## config.mk

```make
export PLATFORM = sky130hd
export DESIGN_NAME = twin_countdown_timer
export DESIGN_NICKNAME = d
export VERILOG_FILES = /design/src/rtl/tct_pkg.sv /design/src/rtl/tct_prescale.sv /design/src/rtl/tct_channel.sv /design/src/rtl/twin_countdown_timer.sv
export SDC_FILE = /design/constraint.sdc
export NUM_CORES = 1
export LEC_CHECK = 0
export BUFFER_PORTS_ARGS = -buffer_cell sky130_fd_sc_hd__buf_2
export CORE_UTILIZATION = 50
export DETAILED_ROUTE_END_ITERATION = 7
export PLACE_DENSITY = 0.68
export SYNTH_ARGS = -nofsm -noshare
export SYNTH_HDL_FRONTEND = slang
export SYNTH_SLANG_ARGS = --single-unit
```

## constraint.sdc

```tcl
create_clock -name clk -period 6.3 [get_ports clk]
set_input_delay 1.26 -clock clk [delete_from_list [all_inputs] [get_ports clk]]
set_output_delay 1.26 -clock clk [all_outputs]
set_load 0.03 [all_outputs]
```

## src/rtl/tct_pkg.sv

```systemverilog
`timescale 1ns/1ps
package tct_pkg;

  localparam int NUM_CH = 2;

  // register byte addresses
  localparam int A_CTRL = 'h00;
  localparam int A_STAT = 'h04;

  function automatic int reload_addr(input int ch);
    return 'h10 + 8 * ch;
  endfunction

  function automatic int value_addr(input int ch);
    return 'h14 + 8 * ch;
  endfunction

  // control word bit layout per channel
  function automatic int en_bit(input int ch);
    return 2 * ch;
  endfunction

  function automatic int rl_bit(input int ch);
    return 2 * ch + 1;
  endfunction

  function automatic int ref_bit(input int ch);
    return 11 + ch;
  endfunction

  function automatic int psc_lsb(input int ch, input int psc_w);
    return 19 + psc_w * ch;
  endfunction

  // status bit per channel
  function automatic int st_bit(input int ch);
    return 8 * ch;
  endfunction

endpackage

```

## src/rtl/tct_prescale.sv

```systemverilog
`timescale 1ns/1ps
module tct_prescale #(
  parameter int PSC_W = 3
) (
  input  logic             clk,
  input  logic             rst_n,
  input  logic             run,
  input  logic [PSC_W-1:0] shift,
  output logic             tick
);
  localparam int CW = (1 << PSC_W) - 1;

  logic [CW-1:0] cnt_q, cnt_d;
  logic [CW-1:0] mask;

  always_comb begin
    for (int b = 0; b < CW; b++) begin
      mask[b] = (b < int'(shift));
    end
    tick  = run & (&(cnt_q | ~mask));
    cnt_d = run ? cnt_q + 1'b1 : '0;
  end

  always_ff @(posedge clk or negedge rst_n) begin
    if (!rst_n) cnt_q <= '0;
    else        cnt_q <= cnt_d;
  end
endmodule

```

## src/rtl/tct_channel.sv

```systemverilog
`timescale 1ns/1ps
module tct_channel #(
  parameter int DATA_W = 32
) (
  input  logic              clk,
  input  logic              rst_n,
  input  logic              step,
  input  logic              auto_reload,
  input  logic              load,
  input  logic [DATA_W-1:0] load_data,
  input  logic [DATA_W-1:0] reload_data,
  output logic [DATA_W-1:0] count,
  output logic              expire
);
  logic [DATA_W-1:0] cnt_d;

  always_comb begin
    expire = step && (count == '0);
    cnt_d  = count;
    if (load) begin
      cnt_d = load_data;
    end else if (step) begin
      if (count == '0) cnt_d = auto_reload ? reload_data : '0;
      else             cnt_d = count - 1'b1;
    end
  end

  always_ff @(posedge clk or negedge rst_n) begin
    if (!rst_n) count <= '0;
    else        count <= cnt_d;
  end
endmodule

```

## src/rtl/twin_countdown_timer.sv

```systemverilog
`timescale 1ns/1ps
module twin_countdown_timer
  import tct_pkg::*;
#(
  parameter int ADDR_W = 6,
  parameter int DATA_W = 32,
  parameter int PSC_W  = 3
) (
  input  logic              clk,
  input  logic              rst_n,
  input  logic              ref_tick,
  input  logic              bus_en,
  input  logic              bus_we,
  input  logic [ADDR_W-1:0] bus_addr,
  input  logic [DATA_W-1:0] bus_wdata,
  output logic [DATA_W-1:0] bus_rdata,
  output logic [NUM_CH-1:0] irq
);

  function automatic logic [DATA_W-1:0] ctrl_mask_f();
    logic [DATA_W-1:0] m;
    m = '0;
    for (int c = 0; c < NUM_CH; c++) begin
      m[en_bit(c)]  = 1'b1;
      m[rl_bit(c)]  = 1'b1;
      m[ref_bit(c)] = 1'b1;
      for (int b = 0; b < PSC_W; b++) m[psc_lsb(c, PSC_W) + b] = 1'b1;
    end
    return m;
  endfunction

  localparam logic [DATA_W-1:0] CTRL_MASK = ctrl_mask_f();

  logic [DATA_W-1:0] ctrl_q, ctrl_d;
  logic [NUM_CH-1:0] stat_q, stat_d;
  logic [NUM_CH-1:0][DATA_W-1:0] reload_q, reload_d;
  logic [NUM_CH-1:0][DATA_W-1:0] count_q;
  logic [NUM_CH-1:0] expire, step, psc_tick, wr_val, wr_rel;
  logic wr_any, wr_ctrl, wr_stat;

  assign wr_any  = bus_en & bus_we;
  assign wr_ctrl = wr_any && (bus_addr == ADDR_W'(A_CTRL));
  assign wr_stat = wr_any && (bus_addr == ADDR_W'(A_STAT));

  for (genvar i = 0; i < NUM_CH; i++) begin : g_ch
    localparam int EN = en_bit(i);
    localparam int RL = rl_bit(i);
    localparam int RS = ref_bit(i);
    localparam int PL = psc_lsb(i, PSC_W);

    assign wr_val[i] = wr_any && (bus_addr == ADDR_W'(value_addr(i)));
    assign wr_rel[i] = wr_any && (bus_addr == ADDR_W'(reload_addr(i)));

    tct_prescale #(.PSC_W(PSC_W)) u_psc (
      .clk   (clk),
      .rst_n (rst_n),
      .run   (ctrl_q[EN]),
      .shift (ctrl_q[PL +: PSC_W]),
      .tick  (psc_tick[i])
    );

    assign step[i] = ctrl_q[EN] & (ctrl_q[RS] ? ref_tick : psc_tick[i]);

    tct_channel #(.DATA_W(DATA_W)) u_cnt (
      .clk         (clk),
      .rst_n       (rst_n),
      .step        (step[i]),
      .auto_reload (ctrl_q[RL]),
      .load        (wr_val[i]),
      .load_data   (bus_wdata),
      .reload_data (reload_q[i]),
      .count       (count_q[i]),
      .expire      (expire[i])
    );
  end

  // next-state
  always_comb begin
    ctrl_d   = ctrl_q;
    stat_d   = stat_q;
    reload_d = reload_q;
    if (wr_ctrl) begin
      ctrl_d = bus_wdata & CTRL_MASK;
    end else begin
      for (int c = 0; c < NUM_CH; c++) begin
        if (expire[c] && !ctrl_q[rl_bit(c)]) ctrl_d[en_bit(c)] = 1'b0;
      end
    end
    for (int c = 0; c < NUM_CH; c++) begin
      if (wr_stat && !bus_wdata[st_bit(c)]) stat_d[c] = 1'b0;
      if (expire[c]) stat_d[c] = 1'b1;
      if (wr_rel[c]) reload_d[c] = bus_wdata;
    end
  end

  // registers
  always_ff @(posedge clk or negedge rst_n) begin
    if (!rst_n) begin
      ctrl_q   <= '0;
      stat_q   <= '0;
      reload_q <= '0;
    end else begin
      ctrl_q   <= ctrl_d;
      stat_q   <= stat_d;
      reload_q <= reload_d;
    end
  end

  // read mux
  always_comb begin
    bus_rdata = '0;
    if (bus_en) begin
      if (bus_addr == ADDR_W'(A_CTRL)) bus_rdata = ctrl_q;
      if (bus_addr == ADDR_W'(A_STAT)) begin
        for (int c = 0; c < NUM_CH; c++) bus_rdata[st_bit(c)] = stat_q[c];
      end
      for (int c = 0; c < NUM_CH; c++) begin
        if (bus_addr == ADDR_W'(reload_addr(c))) bus_rdata = reload_q[c];
        if (bus_addr == ADDR_W'(value_addr(c)))  bus_rdata = count_q[c];
      end
    end
  end

  assign irq = stat_q;

endmodule

```

* Word-level counts from Yosys, hierarchy flattened
Cells that the tools add are included.
** Word-level totals
- Bits in registers :: 156
- Output and inout bits :: 34
- Word-level logic and storage cells :: 98
** Cells by class
- Add/sub/neg operators :: 4
- $lt $le $gt $ge :: 14
- Eq/ne operators :: 5
- Multiplexer cells :: 28
- Bitwise gates (word level) :: 9
- Reductions and logical operators :: 27
** Operators by type and width (count)
- 2-to-1 mux 32 bit :: 13
- zero test 32 bit :: 2
- subtractor 32 x 1 -> 32 bit, second input constant :: 2
- 2-to-1 mux 25 bit :: 1
- equality test 6 x 5 -> 1 bit, second input constant :: 4
- less-than comparator 3 bit, first input constant :: 6
- adder 7 x 1 -> 7 bit, second input constant :: 2
- 2-to-1 mux 7 bit :: 2
- inverter 7 bit :: 2
- OR 7 bit :: 2
- AND reduction 7 bit :: 2
- logical AND 1 bit :: 12
- less-than comparator 1 x 3 -> 1 bit, first input constant :: 4
- less-than comparator 2 x 3 -> 1 bit, first input constant :: 4
- 2-to-1 mux 1 bit :: 12
- nonzero test 2 bit :: 6
- equality test 6 x 3 -> 1 bit, second input constant :: 1
- zero test 6 bit :: 1
- bitwise AND 1 bit :: 5
- zero test 1 bit :: 4

* Longest topological paths before layout
- Depth in word-level cells :: 11
- Depth in mapped cells :: 10
- Gate-level depth less buffers :: 8

* Hierarchy
A second synthesis with hierarchy kept.
** Unflattened totals
- Cell total of the unflattened synthesis :: 1066
- Area total of the unflattened synthesis :: 10193.5 um2
** By module, submodules not included
- tct_channel :: times used 2, cells each 331, area an instance 2568.7 um2, seq. area each 800.8 um2
- twin_countdown_timer :: times used 1, cells each 332, area an instance 4340.4 um2, seq. area each 1951.9 um2
- tct_prescale :: times used 2, cells each 36, area an instance 357.8 um2, seq. area each 175.2 um2

* Worst setup path after synthesis
OpenSTA, ideal clock, no wires.
- Path kind :: input-to-output
- From :: in bus_addr[1]
- To :: out bus_rdata[18]
- Arrival time :: 3052 ps
- Required time :: 5040 ps
- Slack :: 1988 ps
- Stages on the path :: 6
- Buffers on the path :: 2
- Cell sequence :: or3_1 -> clkbuf_1 -> nor3_1 -> clkbuf_1 -> a222oi_1 -> nor2b_1
** Between the ends
- Longest elaborated chain between the ends :: 6
- Elaborated cells on any way between the ends :: 9
- Those cells by class :: eq/ne: 4; mux: 5
** Ends and longest elaborated chain
- start: declaration :: line twin_countdown_timer.sv:14 : input logic [ADDR_W-1:0] bus_addr,
- equality test 6 x 5 -> 1 bit :: line twin_countdown_timer.sv:118 : if (bus_addr == ADDR_W'(reload_addr(c))) bus_rdata = reload_q[c];
- 2-to-1 mux 32 bit :: line twin_countdown_timer.sv:118
- 2-to-1 mux 32 bit :: line twin_countdown_timer.sv:119 : if (bus_addr == ADDR_W'(value_addr(c))) bus_rdata = count_q[c];
- 2-to-1 mux 32 bit :: line twin_countdown_timer.sv:118
- 2-to-1 mux 32 bit * :: line twin_countdown_timer.sv:119
- 2-to-1 mux 32 bit * :: line twin_countdown_timer.sv:112 : if (bus_en) begin
- end: declaration :: line twin_countdown_timer.sv:16 : output logic [DATA_W-1:0] bus_rdata,
Mark *: on every way between the ends. The rest lies on a longest branch, timed or not.

* Worst setup path in the final report
- From :: in bus_addr[1]
- To :: out bus_rdata[8]
** Between the ends
- Longest elaborated chain between the ends :: 7
- Elaborated cells on any way between the ends :: 11
- Those cells by class :: eq/ne: 5; mux: 6
** Ends and longest elaborated chain
- equality test 6 x 3 -> 1 bit :: line twin_countdown_timer.sv:114 : if (bus_addr == ADDR_W'(A_STAT)) begin
- 2-to-1 mux 1 bit :: line twin_countdown_timer.sv:114
- 2-to-1 mux 32 bit :: line twin_countdown_timer.sv:118
- 2-to-1 mux 32 bit :: line twin_countdown_timer.sv:119
- 2-to-1 mux 32 bit :: line twin_countdown_timer.sv:118
- 2-to-1 mux 32 bit * :: line twin_countdown_timer.sv:119
- 2-to-1 mux 32 bit * :: line twin_countdown_timer.sv:112
Marked as above.

==> run_summary.xml <==
<?xml version="1.0" encoding="UTF-8"?>
<metrics>
  <group name="clock_tree">
    <metric name="cts_htree_levels" unit="">4</metric>
    <metric name="clock_path_buffers" unit="">2</metric>
    <metric name="worstSkewPairLatency" unit="ns">0.44</metric>
    <metric name="cts_tree" unit="">yes</metric>
    <metric name="clk_pin_slew_worst_paths" unit="ns">0.07</metric>
    <metric name="cts_num_sinks" unit="">156</metric>
    <metric name="ctsResizeCount" unit="">0</metric>
    <metric name="ctsHoldBuffers" unit="">0</metric>
    <metric name="post_cts.repair.setup_buffers" unit="">0</metric>
    <metric name="clock_tree.root_cell" unit="">sky130_fd_sc_hd__clkbuf_16</metric>
    <metric name="numCtsBuffers" unit="">17</metric>
  </group>
  <group name="grt">
    <metric name="largest_net_degree_at_the_start_of_global_routing" unit="">107</metric>
    <metric name="grt_first_pass_wirelength" unit="mm">51.91</metric>
    <metric name="grt_usage" unit="%">34.05</metric>
    <metric name="antenna_violations_before_repair" unit="">0</metric>
    <metric name="grt.overflow.total" unit="">0</metric>
    <metric name="first_global_vias" unit="">8954</metric>
  </group>
  <group name="yosys">
    <metric name="yosys.cell_count.top_type" unit="">sky130_fd_sc_hd__dfrtp_1</metric>
    <metric name="synth_area_leader_cell" unit="">sky130_fd_sc_hd__dfrtp_1</metric>
    <metric name="synth-seq-area-share" unit="%">39.89</metric>
    <metric name="post_syn_nets" unit="">1107</metric>
    <metric name="synth.top_cells.by_area" unit="">sky130_fd_sc_hd__dfrtp_1, sky130_fd_sc_hd__mux2_2, sky130_fd_sc_hd__o21ai_0</metric>
    <metric name="synth.avg_cell_area" unit="um^2">9.249</metric>
    <metric name="yosys_warnings" unit="">0</metric>
    <metric name="synth.cells.most_frequent" unit="">sky130_fd_sc_hd__dfrtp_1, sky130_fd_sc_hd__mux2_2, sky130_fd_sc_hd__o21ai_0, sky130_fd_sc_hd__clkbuf_1, sky130_fd_sc_hd__nand2_1</metric>
    <metric name="asyncSetResetFlopFracSynth" unit="%">100.0</metric>
    <metric name="post_synth_edffs" unit="">0</metric>
    <metric name="postSynth.topFlopCell" unit="">sky130_fd_sc_hd__dfrtp_1</metric>
    <metric name="count_of_state_elements_after_synthesis" unit="">156</metric>
    <metric name="synth_top_area_share" unit="%">39.89</metric>
    <metric name="yosysUniqueCellTypes" unit="">72</metric>
    <metric name="synth.cell_area" unit="um^2">9786</metric>
    <metric name="synthCells" unit="">1058</metric>
  </group>
  <group name="timing">
    <metric name="worstMarginPinSlew" unit="ns">1.191</metric>
    <metric name="final.setup.tns" unit="ns">0</metric>
    <metric name="period_needed" unit="ns">4.776</metric>
    <metric name="timing.slew.headroom" unit="%">20.63</metric>
    <metric name="fin_worst_hold_slack" unit="ns">0.5335</metric>
    <metric name="finalHoldViolCount" unit="">0</metric>
    <metric name="final.setup_skew" unit="ns">0.01523</metric>
    <metric name="unrepaired_setup_endpoints_after_global_routing" unit="">no</metric>
    <metric name="max_freq" unit="GHz">0.2094</metric>
    <metric name="report.final.slew_viol_count" unit="">0</metric>
    <metric name="finalCritPeriodShare" unit="%">75.81</metric>
    <metric name="final_count_of_negative_setup_slack_endpoints" unit="">0</metric>
  </group>
  <group name="job">
    <metric name="max_cap_viol_count" unit="">0</metric>
  </group>
  <group name="setup_path">
    <metric name="rrSetupSlack" unit="ns">2.79</metric>
    <metric name="critical_path_class" unit="">in2out</metric>
    <metric name="path_buf_inv" unit="">3</metric>
    <metric name="timing.critical_path.depth" unit="">8</metric>
    <metric name="arrival" unit="ns">3.52</metric>
    <metric name="worst-path-max-fanout" unit="">20</metric>
    <metric name="critical_path.max_stage_delay" unit="ns">0.77</metric>
    <metric name="cp-start-kind" unit="">input pin</metric>
    <metric name="critPathCaptureType" unit="">primary output</metric>
    <metric name="cp_cell_sequence" unit="">buf_2 -&gt; or3_1 -&gt; nor2_2 -&gt; buf_4 -&gt; a22oi_1 -&gt; o21ai_0 -&gt; and3_1 -&gt; buf_2</metric>
    <metric name="ff2ff_path_depth" unit="">7</metric>
    <metric name="slowest_stage_cell_crit_path" unit="">sky130_fd_sc_hd__nor2_2</metric>
    <metric name="critPathRequiredTime" unit="ns">5.04</metric>
    <metric name="cell_type_with_the_highest_occurrence_count_on_the_critical_path" unit="">sky130_fd_sc_hd__buf_2</metric>
    <metric name="timing.critical_path.max_delay_family" unit="">simple AND/OR/NAND/NOR gates</metric>
  </group>
  <group name="final_layout">
    <metric name="multiInputGateArea" unit="um^2">5512</metric>
    <metric name="instances_no_fill" unit="">1363</metric>
    <metric name="finish.utilization" unit="%">57.52</metric>
    <metric name="area_growth_syn_to_layout" unit="%">11.43</metric>
    <metric name="final_net_count" unit="">1139</metric>
    <metric name="insertedDiodeCount" unit="">0</metric>
    <metric name="share_of_layout_cells_above_drive_strength_1" unit="%">22.39</metric>
    <metric name="fillerInstances" unit="">1706</metric>
    <metric name="final-seq-area" unit="um^2">3904</metric>
  </group>
  <group name="worst_hold_path">
    <metric name="worst_hold_path_type" unit="">reg2reg</metric>
    <metric name="hold_depth" unit="">1</metric>
  </group>
  <group name="detailed_routing">
    <metric name="detailedRoute.firstPassIterationCount" unit="">8</metric>
    <metric name="drt_wl_total" unit="mm">33.20</metric>
    <metric name="vias_per_cell" unit="">6.911</metric>
    <metric name="final_antenna_net_count" unit="">0</metric>
    <metric name="drt-wirelength-per-cell" unit="um">24.36</metric>
    <metric name="drc_errors" unit="">9</metric>
    <metric name="num_vias" unit="">9420</metric>
    <metric name="detailedRoute.firstIterationViolations" unit="">1296</metric>
  </group>
  <group name="floorplan">
    <metric name="die-area" unit="um^2">20130</metric>
    <metric name="fp-row-count" unit="">50</metric>
    <metric name="initial_utilization" unit="%">51.62</metric>
    <metric name="top_level_pins" unit="">77</metric>
    <metric name="die_width" unit="um">141.9</metric>
    <metric name="core_area" unit="um^2">18960</metric>
    <metric name="die_height" unit="um">141.9</metric>
  </group>
  <group name="pwr">
    <metric name="power_internal" unit="mW">2.079</metric>
    <metric name="power.share.switching" unit="%">37.14</metric>
    <metric name="power.share.clock" unit="%">29.8</metric>
    <metric name="finalPower" unit="mW">3.307</metric>
    <metric name="comb_power_share" unit="%">24.4</metric>
    <metric name="power_density" unit="nW/um^2">303.2</metric>
    <metric name="net-switching-power" unit="mW">1.228</metric>
    <metric name="ir_worst_vdd" unit="mV">0.2001</metric>
    <metric name="p_leak" unit="nW">4.611</metric>
    <metric name="seq_power_share" unit="%">45.8</metric>
  </group>
  <group name="placement">
    <metric name="placed_cells_incl_taps" unit="">1331</metric>
    <metric name="dp_hpwl" unit="mm">21.86</metric>
    <metric name="portBuffers" unit="">76</metric>
    <metric name="finalWeightedCongestion" unit="">0.9263</metric>
  </group>
  <group name="status">
    <metric name="failed_checks" unit="">design-rule violations</metric>
    <metric name="status" unit="">finished with violations</metric>
  </group>
</metrics>
-- final timing paths --
kind                                                     start                             endpoint
setup / recovery                                   bus_addr[1]                         bus_rdata[8]
hold / removal                        reload_q[10]$_DFFE_PN0P_             reload_q[10]$_DFFE_PN0P_
setup reg to reg           g_ch[0].u_cnt.count[13]$_DFFE_PN0P_  g_ch[0].u_cnt.count[19]$_DFFE_PN0P_
hold reg to reg                       reload_q[10]$_DFFE_PN0P_             reload_q[10]$_DFFE_PN0P_
max in group asynchronous                                rst_n  g_ch[0].u_cnt.count[18]$_DFFE_PN0P_
min in group asynchronous                                rst_n     g_ch[0].u_psc.cnt_q[3]$_DFF_PN0_
-- cells in the final DEF (no fill, tap or decap), types with 13 or more instances in the layout --
master                        n
sky130_fd_sc_hd__and3_1      22
sky130_fd_sc_hd__and2_1      27
sky130_fd_sc_hd__buf_2       75
sky130_fd_sc_hd__xor2_1      17
sky130_fd_sc_hd__xnor2_1     23
sky130_fd_sc_hd__a22oi_1     16
sky130_fd_sc_hd__a31oi_1     19
sky130_fd_sc_hd__a311oi_1    20
sky130_fd_sc_hd__nand3_1     35
sky130_fd_sc_hd__o21ai_0     85
sky130_fd_sc_hd__dfrtp_1    156
sky130_fd_sc_hd__clkbuf_16   17
sky130_fd_sc_hd__nor4_1      14
sky130_fd_sc_hd__nor2b_1     24
sky130_fd_sc_hd__nand2_1     73
sky130_fd_sc_hd__nor3_1      27
sky130_fd_sc_hd__a222oi_1    30
sky130_fd_sc_hd__inv_1       13
sky130_fd_sc_hd__nor2_1      65
sky130_fd_sc_hd__a21oi_1     49
sky130_fd_sc_hd__buf_4       23
sky130_fd_sc_hd__mux2_2      91
-- stage by stage --
stage | area, um^2 | setup slack [ns]
finish | 10900 | 1.524
global route | 10900 | 1.359
CTS | 10900 | 1.593
detailed placement | 10350 | 1.605
global placement | 10350 | 1.651
floorplan | 9786 | 1.988
-- power by group through the flow --
stage	registers (mW)	logic [mW]	clock network, mW
2_1_floorplan	1.37	0.614	0
3_3_place_gp	1.51	0.762	0
3_5_place_dp	1.51	0.780	0
4_1_cts	1.50	0.788	0.994
5_1_grt	1.54	0.879	1.04
6_report	1.52	0.805	0.986
-- sequential cells by signal (all words and copies together) (netlist names) --
name,count
g_ch.u_cnt.count,64
reload_q,64
g_ch.u_psc.cnt_q,14
ctrl_q,12
irq,2
-- cells by family after synthesis --
kind of cell	share of synthesized area, %
xor gates and xnor gates	3.580
muxes	10.69
buffers and inverters	4.155
AOI/OAI and AO/OA	21.47
DFF	39.89
and+or+nand+nor	19.45
adders and majority gates	0.7671
-- metal layers --
layer,vias up,wire (um),global-route usage [%]
li1,4068,-,-
met3,102,4128,6.952
met5,-,0,0
met4,0,1206,14.71
met2,673,14670,51.59
met1,4577,13200,47.25
-- cell type report --
type / instances / share of cell area (%)
tap: 260 / 2.983
multi-input combinational: 803 / 50.55
clock inverter: 11 / 0.7803
timing repair buffer: 99 / 5.129
clock buffer: 21 / 4.314
inverter: 13 / 0.4475
sequential: 156 / 35.80
Power figures use the tool's default switching activity.
